File: src/rtl/irq_unit_pkg.sv
`timescale 1ns/1ps
package irq_unit_pkg;
  localparam int ADDR_W = 8;
  localparam int DATA_W = 8;
  localparam logic [ADDR_W-1:0] A_EN_LO  = 8'h3A;
  localparam logic [ADDR_W-1:0] A_EN_HI  = 8'h3B;
  localparam logic [ADDR_W-1:0] A_LAT_LO = 8'h3C;
  localparam logic [ADDR_W-1:0] A_EN_EXT = 8'h3F;

  // Pending bytes are contiguous; byte b covers sources 8*b .. 8*b+7.
  function automatic logic [ADDR_W-1:0] lat_addr(input int b);
    return A_LAT_LO + ADDR_W'(b);
  endfunction

  // Enable bytes are not contiguous.
  function automatic logic [ADDR_W-1:0] en_addr(input int b);
    case (b)
      0:       return A_EN_LO;
      1:       return A_EN_HI;
      default: return A_EN_EXT;
    endcase
  endfunction
endpackage

File: src/rtl/irq_rst_sync.sv
`timescale 1ns/1ps
module irq_rst_sync #(
  parameter int STAGES = 2
) (
  input  logic clk,
  input  logic rst_n_async,
  output logic rst_n_sync
);
  logic [STAGES-1:0] sh_q;

  always_ff @(posedge clk or negedge rst_n_async) begin
    if (!rst_n_async) sh_q <= '0;
    else              sh_q <= {sh_q[STAGES-2:0], 1'b1};
  end

  assign rst_n_sync = sh_q[STAGES-1];
endmodule

File: src/rtl/irq_latch_bank.sv
`timescale 1ns/1ps
module irq_latch_bank
  import irq_unit_pkg::*;
#(
  parameter int NUM_SRC   = 20,
  parameter int FIRST_SRC = 2
) (
  input  logic               clk,
  input  logic               rst_n,
  input  logic [NUM_SRC-1:0] req_i,
  input  logic               wr_en,
  input  logic [ADDR_W-1:0]  wr_addr,
  input  logic [DATA_W-1:0]  wr_data,
  input  logic [NUM_SRC-1:0] ack_clr_i,
  output logic [NUM_SRC-1:0] lat_o
);
  logic [NUM_SRC-1:0] req_q;
  logic [NUM_SRC-1:0] lat_q, lat_d;
  logic [NUM_SRC-1:0] rise, clr;
  logic               lat_upd;

  for (genvar k = 0; k < NUM_SRC; k++) begin : g_src
    localparam int SRC  = k + FIRST_SRC;
    localparam int BYTE = SRC / 8;
    localparam int BITP = SRC % 8;
    assign rise[k] = req_i[k] & ~req_q[k];
    assign clr[k]  = (wr_en && (wr_addr == lat_addr(BYTE)) && !wr_data[BITP])
                     || ack_clr_i[k];
  end

  // A new edge overrides any clear in the same cycle.
  always_comb begin
    lat_d   = rise | (lat_q & ~clr);
    lat_upd = (|rise) | (|clr);
  end

  always_ff @(posedge clk or negedge rst_n) begin
    if (!rst_n) begin
      req_q <= '0;
      lat_q <= '0;
    end else begin
      req_q <= req_i;
      if (lat_upd) lat_q <= lat_d;
    end
  end

  assign lat_o = lat_q;
endmodule

File: src/rtl/irq_enable_bank.sv
`timescale 1ns/1ps
module irq_enable_bank
  import irq_unit_pkg::*;
#(
  parameter int NUM_SRC   = 20,
  parameter int FIRST_SRC = 2,
  parameter int ALWAYS_ON = 2
) (
  input  logic               clk,
  input  logic               rst_n,
  input  logic               wr_en,
  input  logic [ADDR_W-1:0]  wr_addr,
  input  logic [DATA_W-1:0]  wr_data,
  input  logic               take_i,
  input  logic               ei_i,
  input  logic               di_i,
  output logic [NUM_SRC-1:0] en_o,
  output logic               master_o
);
  logic master_q, master_d;

  // Order of precedence: acceptance, disable, enable, bus write.
  always_comb begin
    master_d = master_q;
    if (take_i)                          master_d = 1'b0;
    else if (di_i)                       master_d = 1'b0;
    else if (ei_i)                       master_d = 1'b1;
    else if (wr_en && wr_addr == A_EN_LO) master_d = wr_data[0];
  end

  always_ff @(posedge clk or negedge rst_n) begin
    if (!rst_n) master_q <= 1'b0;
    else        master_q <= master_d;
  end

  for (genvar k = 0; k < NUM_SRC; k++) begin : g_en
    if (k < ALWAYS_ON) begin : g_fixed
      assign en_o[k] = 1'b1;
    end else begin : g_reg
      localparam int SRC  = k + FIRST_SRC;
      localparam int BYTE = SRC / 8;
      localparam int BITP = SRC % 8;
      logic en_q;
      logic en_ld;
      assign en_ld = wr_en && (wr_addr == en_addr(BYTE));
      always_ff @(posedge clk or negedge rst_n) begin
        if (!rst_n)     en_q <= 1'b0;
        else if (en_ld) en_q <= wr_data[BITP];
      end
      assign en_o[k] = en_q;
    end
  end

  assign master_o = master_q;
endmodule

File: src/rtl/irq_prio_pick.sv
`timescale 1ns/1ps
module irq_prio_pick #(
  parameter int NUM_SRC   = 20,
  parameter int FIRST_SRC = 2,
  parameter int VEC_W     = 5
) (
  input  logic [NUM_SRC-1:0] cand_i,
  output logic               any_o,
  output logic [VEC_W-1:0]   vec_o,
  output logic [NUM_SRC-1:0] win_o
);
  always_comb begin
    any_o = 1'b0;
    vec_o = '0;
    win_o = '0;
    for (int k = 0; k < NUM_SRC; k++) begin
      if (cand_i[k] && !any_o) begin
        any_o    = 1'b1;
        vec_o    = VEC_W'(k + FIRST_SRC);
        win_o[k] = 1'b1;
      end
    end
  end
endmodule

File: src/rtl/irq_latch_unit.sv
`timescale 1ns/1ps
module irq_latch_unit
  import irq_unit_pkg::*;
#(
  parameter int NUM_SRC   = 20,
  parameter int FIRST_SRC = 2,
  parameter int ALWAYS_ON = 2,
  parameter int VEC_W     = 5
) (
  input  logic               clk,
  input  logic               rst_n,
  input  logic [ADDR_W-1:0]  bus_addr,
  input  logic               bus_we,
  input  logic [DATA_W-1:0]  bus_wdata,
  output logic [DATA_W-1:0]  bus_rdata,
  input  logic               cmd_ei,
  input  logic               cmd_di,
  input  logic [NUM_SRC-1:0] src_req_i,
  input  logic               irq_ack_i,
  output logic               irq_o,
  output logic [VEC_W-1:0]   irq_vec_o
);
  localparam int NUM_BYTES = (FIRST_SRC + NUM_SRC + 7) / 8;
  localparam int VIEW_W    = 8 * NUM_BYTES;

  logic                rst_n_int;
  logic [NUM_SRC-1:0]  lat_q, en_q, cand, win, ack_clr;
  logic                master_q, any_cand, take;
  logic [VIEW_W-1:0]   lat_view, en_view;

  irq_rst_sync #(.STAGES(2)) u_rst (
    .clk(clk), .rst_n_async(rst_n), .rst_n_sync(rst_n_int)
  );

  irq_latch_bank #(.NUM_SRC(NUM_SRC), .FIRST_SRC(FIRST_SRC)) u_lat (
    .clk(clk), .rst_n(rst_n_int), .req_i(src_req_i),
    .wr_en(bus_we), .wr_addr(bus_addr), .wr_data(bus_wdata),
    .ack_clr_i(ack_clr), .lat_o(lat_q)
  );

  irq_enable_bank #(.NUM_SRC(NUM_SRC), .FIRST_SRC(FIRST_SRC),
                    .ALWAYS_ON(ALWAYS_ON)) u_en (
    .clk(clk), .rst_n(rst_n_int),
    .wr_en(bus_we), .wr_addr(bus_addr), .wr_data(bus_wdata),
    .take_i(irq_ack_i), .ei_i(cmd_ei), .di_i(cmd_di),
    .en_o(en_q), .master_o(master_q)
  );

  assign cand = lat_q & en_q;

  irq_prio_pick #(.NUM_SRC(NUM_SRC), .FIRST_SRC(FIRST_SRC),
                  .VEC_W(VEC_W)) u_pick (
    .cand_i(cand), .any_o(any_cand), .vec_o(irq_vec_o), .win_o(win)
  );

  assign irq_o   = master_q & any_cand;
  assign take    = irq_ack_i & irq_o;
  assign ack_clr = win & {NUM_SRC{take}};

  // Byte views indexed by source number; the master flag sits at bit 0.
  always_comb begin
    lat_view = '0;
    en_view  = '0;
    for (int k = 0; k < NUM_SRC; k++) begin
      lat_view[k + FIRST_SRC] = lat_q[k];
      if (k >= ALWAYS_ON) en_view[k + FIRST_SRC] = en_q[k];
    end
    en_view[0] = master_q;
  end

  always_comb begin
    bus_rdata = '0;
    for (int b = 0; b < NUM_BYTES; b++) begin
      if (bus_addr == lat_addr(b)) bus_rdata = lat_view[8*b +: 8];
      if (bus_addr == en_addr(b))  bus_rdata = en_view[8*b +: 8];
    end
  end
endmodule

File: config.mk
export PLATFORM = sky130hd
export DESIGN_NAME = irq_latch_unit
export DESIGN_NICKNAME = d
export VERILOG_FILES = /design/src/rtl/irq_unit_pkg.sv /design/src/rtl/irq_rst_sync.sv /design/src/rtl/irq_latch_bank.sv /design/src/rtl/irq_enable_bank.sv /design/src/rtl/irq_prio_pick.sv /design/src/rtl/irq_latch_unit.sv
export SDC_FILE = /design/constraint.sdc
export NUM_CORES = 1
export LEC_CHECK = 0
export ABC_AREA = 1
export BUFFER_PORTS_ARGS = -buffer_cell sky130_fd_sc_hd__buf_4
export CORE_UTILIZATION = 58
export CTS_BUF_LIST = sky130_fd_sc_hd__clkbuf_4 sky130_fd_sc_hd__clkbuf_8
export CTS_CLUSTER_DIAMETER = 120
export DETAILED_ROUTE_END_ITERATION = 12
export MAX_ROUTING_LAYER = met4
export PLACE_DENSITY = 0.83
export SLEW_MARGIN = 30
export SYNTH_ARGS = -nofsm -noshare
export SYNTH_HDL_FRONTEND = slang
export SYNTH_SLANG_ARGS = --single-unit
File: constraint.sdc
create_clock -name clk -period 2.4 [get_ports clk]
set_input_delay 0 -clock clk [delete_from_list [all_inputs] [get_ports clk]]
set_output_delay 0 -clock clk [all_outputs]
set_load 0.01 [all_outputs]
==> results of run 1 <==
[registers in the layout (all words and copies together) (netlist names)]
name,count
u_en.g_en.g_reg.en_q,18
u_en.master_o,1
u_lat.lat_o,20
u_lat.req_q,20
u_rst.sh_q,2
[logic make-up (layout without fill, tap and decap cells)]
group	Yosys count	in the layout	synth area share, %
other	1	1	0.121
flip-flops	61	61	49.1
AND/OR/NAND/NOR	241	241	36.7
AO/OA/AOI/OAI	36	36	6.44
buffers and inverters	61	166	7.61
[area by class of cell]
class / count / share of cell area [%]
clock inverters: 4 / 1.13
flip-flops and latches: 61 / 36.3
well taps: 70 / 2.08
repair buffers: 96 / 19.1
inverters: 54 / 4.82
multi-input cells: 278 / 32.9
clock buffers: 12 / 3.63
[through the flow]
step	worst slack [ns]	instance area, sq um
final	0.00897	4210
after global placement	0.266	3640
after global routing	-0.0751	4210
after floorplan	0.464	3110
after detailed placement	0.158	3640
after CTS	0.0118	4140
[what timing repair did]
action / 4_1_cts / 5_1_grt
buffers inserted: 3 / 4
gates resized for setup: 1 / 11
pin swaps: 1 / 1
hold buffers: 27 / 0
hold endpoints to repair: 47 / 0
setup endpoints to repair: 2 / 24
[cells in the mapped netlist (all sizes together), types with 2 or more instances]
cell      n  area (sq um)
buf       5          26.3
nand2   140           526
o21ai    22           110
a41oi     2          17.5
dfrtp    61          1530
nor2     27           134
a21oi     8          40.0
nand3    31           160
nor4      6          43.8
inv      53           199
nand4    27           220
nor3      9          50.1
clkbuf    2          7.51
[worst paths after layout]
| path | start | endpoint | slack (ns) | depth (start not counted) |
|---|---|---|---|---|
| worst min-delay path | bus_wdata[7] | u_en.g_en[5].g_reg.en_q | 0.001 | 3 |
| max in group asynchronous | u_rst.sh_q[1] | u_lat.lat_o[0] | 1.53 | 1 |
| worst max register to register | u_lat.lat_o[1] | u_lat.lat_o[0] | 0.05 | 15 |
| min in group asynchronous | u_rst.sh_q[1] | u_lat.req_q[2] | 0.28 | 0 |
| worst max-delay path | u_lat.lat_o[1] | irq_o | 0.009 | 14 |
| worst min register to register | u_rst.sh_q[1] | u_lat.req_q[2] | 0.28 | 0 |
[power by group through the flow]
stage | clock, mW | combinational, mW | sequential, mW
3_3_place_gp | 0 | 0.179 | 1.12
3_5_place_dp | 0 | 0.184 | 1.12
2_1_floorplan | 0 | 0.0859 | 1.12
4_1_cts | 0.921 | 0.223 | 1.10
5_1_grt | 0.965 | 0.256 | 1.11
6_report | 0.921 | 0.233 | 1.11
[layer usage]
layer | global-route usage, % | wire (um) | part of all wire, %
met5 | - | 0 | 0
met4 | 16.3 | 342 | 3.8
met3 | 7.23 | 638 | 7.1
met1 | 42.0 | 3640 | 40
met2 | 57.1 | 4370 | 49
[critical path, cell delays in order, from the launching register on]
cell     delay, ns
dfrtp_1       0.42
nor2_4        0.14
nand3_2       0.11
nor2_4        0.14
nand4_4       0.10
nor2_4        0.13
nand4_4       0.11
nor2_4        0.15
nand4_4       0.11
nor2_4        0.14
buf_4         0.12
nand4_4       0.08
nand2_1       0.08
inv_1         0.07
buf_4         0.15
==> summary.md, run 1 <==
| Metric | Value |
|---|---|
| Outcome | `finished clean` |
| Arr. time, crit path | `~2.4 ns` |
| Slew @ Worst Pin | `0.763 ns` |
| Clk pwr share | `around 40%` |
| Internal | `between 1.5 and 2 mW` |
| Fmax achieved | `between 400 and 500 MHz` |
| Initial antenna violation count | `0` |
| Routed Antenna Nets | `0` |
| Sequential area share after synthesis | `49.1%` |
| Worst Path Required | `between 2 and 2.5 ns` |
| # setup viols final | `0` |
| Comb pwr share | `approximately a tenth` |
| Vias in the first global route | `roughly 3,000` |
| DR vias | `between 3,000 and 4,000` |
| Crit. End Element | `output pin` |
| Setup Crit Path Kind | `register to output pin` |
| Synth Flop Type | `dfrtp_1` |
| Final clock skew | `about 0.0093 ns` |
| Share of cells above drive strength 1 | `between 20 and 25%` |
| Ys Warns | `0` |
| Final hold viol count | `0` |
| Startpoint types | `register` |
| Yosys reg bits | `slightly above 60` |
| First-pass GRT wire length | `around 14,000 um` |
| Post-Route WL | `between 8000 and 9000 um` |
| Placement Rows | `26` |
| Total track usage | `between 30% and 40%` |
| Post-Syn Area | `0.00311 sq mm` |
| Worst-Skew Late Latency | `0.35 ns` |
| Layout Cells excl Fill | `roughly 580` |
| Register area | `roughly 0.0015 sq mm` |
| Multi-input gate area | `roughly 0.0014 sq mm` |
| Number of synthesized flops with an enable pin | `0` |
| RePlAce Congestion | `~0.92` |
| Reg power frac | `slightly below 50%` |
| Antenna cell count | `0` |
| Hold_ws | `0.000952 ns` |
| RSZ-0062 raised after global routing | `true` |
| Final core occ | `between 80% and 90%` |
| Dpl hpwl | `6020 um` |
| Worst ir drop on vdd | `a little over 500 uV` |
| Slew margin rel. | `49.1%` |
| Synth Instances | `400` |
| CTS tree | `done` |
| Post-synth ARST share | `100%` |
| CTS Sinks | `61` |
| DRC | `0` |
| DR pass1 iterations | `5` |
| Nets | `542` |
| Hold Crit Class | `input pin to register` |
| Count of cell types in the netlist | `30` |
| Static Leak | `roughly 2.0 nW` |
| Routed length per instance | `roughly 16 um` |
| Clk buf depth | `2` |
| Syn_area_per_cell | `approximately 7.8 sq um` |
| Post-Route Setup TNS | `0 ns` |
| H-tree Lvls | `3` |
| Power per Cell Area | `537 mW/mm^2` |
| Clock transition at path regs | `approximately 0.07 ns` |
| # fillers | `~360` |
| Syn Nets | `roughly 440` |
| Die ar. | `around 0.0057 sq mm` |
| Port Buffers | `55` |
| Largest net degree at the start of global routing | `34` |
| Area delta synth->final | `35.3%` |
| Grt total ovfl | `0` |
| Part of the cycle the worst path needs | `between 90 and 100%` |
| Core Box Area | `approximately 0.0051 sq mm` |
| Die Wd | `between 70 and 80 um` |
| Chip height | `about 75 um` |
| Clock root cell | `clkbuf_8` |
| Tot Pwr | `about 2.3 mW` |
| Ports | `56` |
| Commonest non-fill, non-tap cells in the layout | `nand2_1, buf_4, dfrtp_1, inv_1, nand3_1` |
| Net Sw Frac | `24.5%` |
| Vias per cell | `roughly 5.6` |
| Final worst path period need | `2.39 ns` |
| Commonest non-fill, non-tap cell in the layout | `nand2_1` |
| Switching pwr | `0.553 mW` |
| Max_cap viols | `0` |
| Initial DRC Count | `around 320` |
| Placed Instances | `between 500 and 600` |
| Initial Util | `about three fifths` |
| Crit-path max FO | `3` |
| Max-slew violations | `0` |
| CTS Buf Count | `9` |
Note: power is estimated with default switching activity, not from simulation.
==> run 2, diff against run 1 <==
--- a/config.mk
+++ b/config.mk
@@ -17,3 +17,4 @@
 export SYNTH_ARGS = -nofsm -noshare
 export SYNTH_HDL_FRONTEND = slang
 export SYNTH_SLANG_ARGS = --single-unit
+export TNS_END_PERCENT = 30
==> constraint.sdc (replaced) <==
create_clock -name clk -period 2.4 [get_ports clk]
set_input_delay 0.24 -clock clk [delete_from_list [all_inputs] [get_ports clk]]
set_output_delay 0.24 -clock clk [all_outputs]
set_load 0.01 [all_outputs]
==> run 2 against run 1 <==
Compared with the run above: the run now ends with setup timing left; global-route usage down 2.4 points; count of clock-buffer cells in the layout unchanged; combinational power down 12%; utilization down 3.8 points; critical path type unchanged; first-iteration DRC count down 15%; clock power down 2%; final cell count down 4.2%; via count down 5.5%; non-clock buffer count down 22; critical path depth unchanged.
==> summary.md, run 2 (synthesis results as in run 1) <==
| Metric | Value |
|---|---|
| Outcome | `finished, violations left` |
| Failing checks | `setup timing` |
| Hold Crit Class | `input pin to register` |
| Final clock skew | `0.00391 ns (-0.00535 ns)` |
| Clk pwr share | `41.0% (+0.2 points)` |
| Worst path max stage delay | `0.40 ns (-0.02 ns)` |
| Final core occ | `78.0% (-3.8 points)` |
| Nets | `520 (-4.1%)` |
| Share of cells above drive strength 1 | `23.5% (+1.3 points)` |
| Initial antenna violation count | `0 (unchanged)` |
| Max_cap viols | `0 (unchanged)` |
| Comb pwr share | `9.3% (-1.0 points)` |
| Post-Place Cell Area | `0.00366 sq mm (+0.41%)` |
| Final hold viol count | `0 (unchanged)` |
| R2R depth | `16 (+1)` |
| Layout Cells excl Fill | `551 (-4.2%)` |
| R2R Path Start | `u_lat.lat_o[4]` |
| WP buf/inv | `3 (unchanged)` |
| First-pass GRT wire length | `12,900 um (-5.8%)` |
| Routed Antenna Nets | `0 (unchanged)` |
| Internal | `1.69 mW (-0.88%)` |
| Part of the cycle the worst path needs | `110% (+10 points)` |
| Hold_ws | `0.0156 ns (+0.0147 ns)` |
| RePlAce Congestion | `0.925 (about the same)` |
| Reg power frac | `49.8% (+0.9 points)` |
| Dpl hpwl | `5830 um (-3.2%)` |
| Core Box Area | `0.00514 sq mm (unchanged)` |
| Total track usage | `32.6% (-2.4 points)` |
| Multi-input gate area | `0.00138 sq mm (-0.18%)` |
| Net Sw Frac | `23.5% (-0.97 points)` |
| Reg2reg setup slack | `0.02 ns (-0.03 ns)` |
| Commonest non-fill, non-tap cells in the layout | `nand2_1, buf_4, dfrtp_1, inv_1, nand3_1` |
| Cell chain of the critical path | `nand2_1 > clkinv_1 > nor2_4 > nand4_4 > nor2_4 > nand4_4 > nor2_4 > nand2_2 > inv_2 > nand4_1 > nor2_2 > nor2_2 > nand4_1 > buf_4` |
| Die ar. | `0.00566 sq mm (unchanged)` |
| CTS Sinks | `61 (unchanged)` |
| Vias per cell | `5.57 (-1.3%)` |
| Initial DRC Count | `272 (-15%)` |
| Switching pwr | `0.520 mW (-6.0%)` |
| Hold Crit Depth | `1 (-2)` |
| Routed length per instance | `15.2 um (-2.7%)` |
| Worst Setup SP | `u_lat.lat_o[4]` |
| Worst ir drop on vdd | `593 uV (+17%)` |
| Reg2reg end | `u_lat.lat_o[11]` |
| Crit path max-delay family | `simple AND/OR/NAND/NOR gates` |
| Cell mode on critical path | `nor2_4` |
| # fillers | `383 (+7.3%)` |
| Max-slew violations | `0 (unchanged)` |
| Fin area | `0.00401 sq mm (-4.7%)` |
| Fmax achieved | `380 MHz (-9.2%)` |
| Final worst path period need | `2.63 ns (+0.243 ns)` |
| DRC | `0 (unchanged)` |
| Ports | `56 (unchanged)` |
| Crit path max-delay cell type | `dfrtp_1` |
| Grt total ovfl | `0 (unchanged)` |
| Register area | `0.00153 sq mm (about the same)` |
| Min-delay src | `src_req_i[2]` |
| Worst-Skew Late Latency | `0.34 ns (about the same)` |
| Slew @ Worst Pin | `0.744 ns (-0.0188 ns)` |
| Hold Path End | `u_lat.req_q[2]` |
| Post-Route WL | `8380 um (-6.8%)` |
| DR vias | `3,069 (-5.5%)` |
| Port Buffers | `55 (unchanged)` |
| Vias in the first global route | `2,842 (-5.6%)` |
| Final worst setup slack | `-0.234 ns (-0.243 ns)` |
| H-tree Lvls | `3 (unchanged)` |
| Commonest non-fill, non-tap cell in the layout | `nand2_1` |
| Crit-path max FO | `3 (unchanged)` |
| # setup viols final | `6 (+6)` |
| Arr. time, crit path | `2.39 ns (about the same)` |
| DR pass1 iterations | `5 (unchanged)` |
| RSZ-0062 raised after global routing | `true` |
| Setup Crit Path Kind | `register to output pin` |
| Slew margin rel. | `50.4% (+1.3 points)` |
| Static Leak | `1.94 nW (-3.5%)` |
| Placed Instances | `527 (+0.38%)` |
| Power per Cell Area | `552 mW/mm^2 (+2.7%)` |
| Initial Util | `60.5% (unchanged)` |
| Die Wd | `75.2 um (unchanged)` |
| Largest net degree at the start of global routing | `33 (-2.9%)` |
| Worst Path Required | `2.16 ns (-0.24 ns)` |
| CTS tree | `done` |
| Chip height | `75.2 um (unchanged)` |
| Placement Rows | `26 (unchanged)` |
| Crit. End Element | `output pin` |
| Clock root cell | `clkbuf_8` |
| Area delta synth->final | `29.0%` |
| CTS Buf Count | `9 (unchanged)` |
| Startpoint types | `register` |
| Clk buf depth | `2 (unchanged)` |
| Clock transition at path regs | `0.06 ns (about the same)` |
| Antenna cell count | `0 (unchanged)` |
-- run 2: metal layers --
metal  vias up  wire length (um)  GRT usage [%]
met5         -                 0              -
met4         0               341           15.4
met3        34               555           5.22
met2       137              4060           51.9
met1      1439              3430           41.0
li1       1459                 -              -
-- run 2: what timing repair did --
action / in CTS / in global routing
endpoints found under the setup margin: 6 / 24
gates resized for setup: 1 / 11
pin swaps: 1 / 2
hold buffers: 1 / 0
buffers inserted: 3 / 4
hold endpoints to repair: 2 / 0
gates cloned: 0 / 2
-- run 2: area by class of cell --
type,instances,share of cell area (%)
Sequential cell,61,38.1
Tap cell,70,2.18
Clock inverter,2,0.874
Clock buffer,12,3.96
Timing Repair Buffer,74,15.4
Inverter,54,5.05
Multi-Input combinational cell,278,34.4
-- run 2: worst register-to-register path, cell delays in order, from the launching register on --
cell       delay [ns]
dfrtp_1          0.40
nand2_1          0.11
clkinv_1         0.11
nor2_4           0.14
nand4_4          0.11
nor2_4           0.14
nand4_4          0.12
nor2_4           0.14
nand4_4          0.12
nor2_4           0.14
buf_4            0.13
nand4_4          0.08
buf_4            0.18
clkbuf_16        0.16
nand4_1          0.07
nand3_1          0.11
nand2_1          0.07
-- run 2: how the worst max path moves through the flow --
stage / to / cells past startpoint
after floorplan: irq_o / 13
final: irq_vec_o[1] / 14
after global routing: irq_vec_o[1] / 14
after detailed placement: irq_vec_o[0] / 14
after CTS: irq_vec_o[0] / 14
after global placement: irq_vec_o[0] / 14
-- run 2: through the flow --
stage               setup WS, ns  setup TNS (ns)  power [mW]
floorplan                  0.348               0        1.20
global route              -0.352           -3.95        2.29
finish                    -0.234           -1.14        2.21
CTS                       -0.193          -0.785        2.21
detailed placement         0.108               0        1.30
global placement           0.196               0        1.30
-- run 2: power by group through the flow --
stage | logic [mW] | registers [mW] | clock network [mW]
after global placement | 0.178 | 1.12 | 0
after global routing | 0.228 | 1.11 | 0.956
after floorplan | 0.0859 | 1.12 | 0
after detailed placement | 0.182 | 1.12 | 0
final | 0.205 | 1.10 | 0.906
after CTS | 0.192 | 1.10 | 0.917
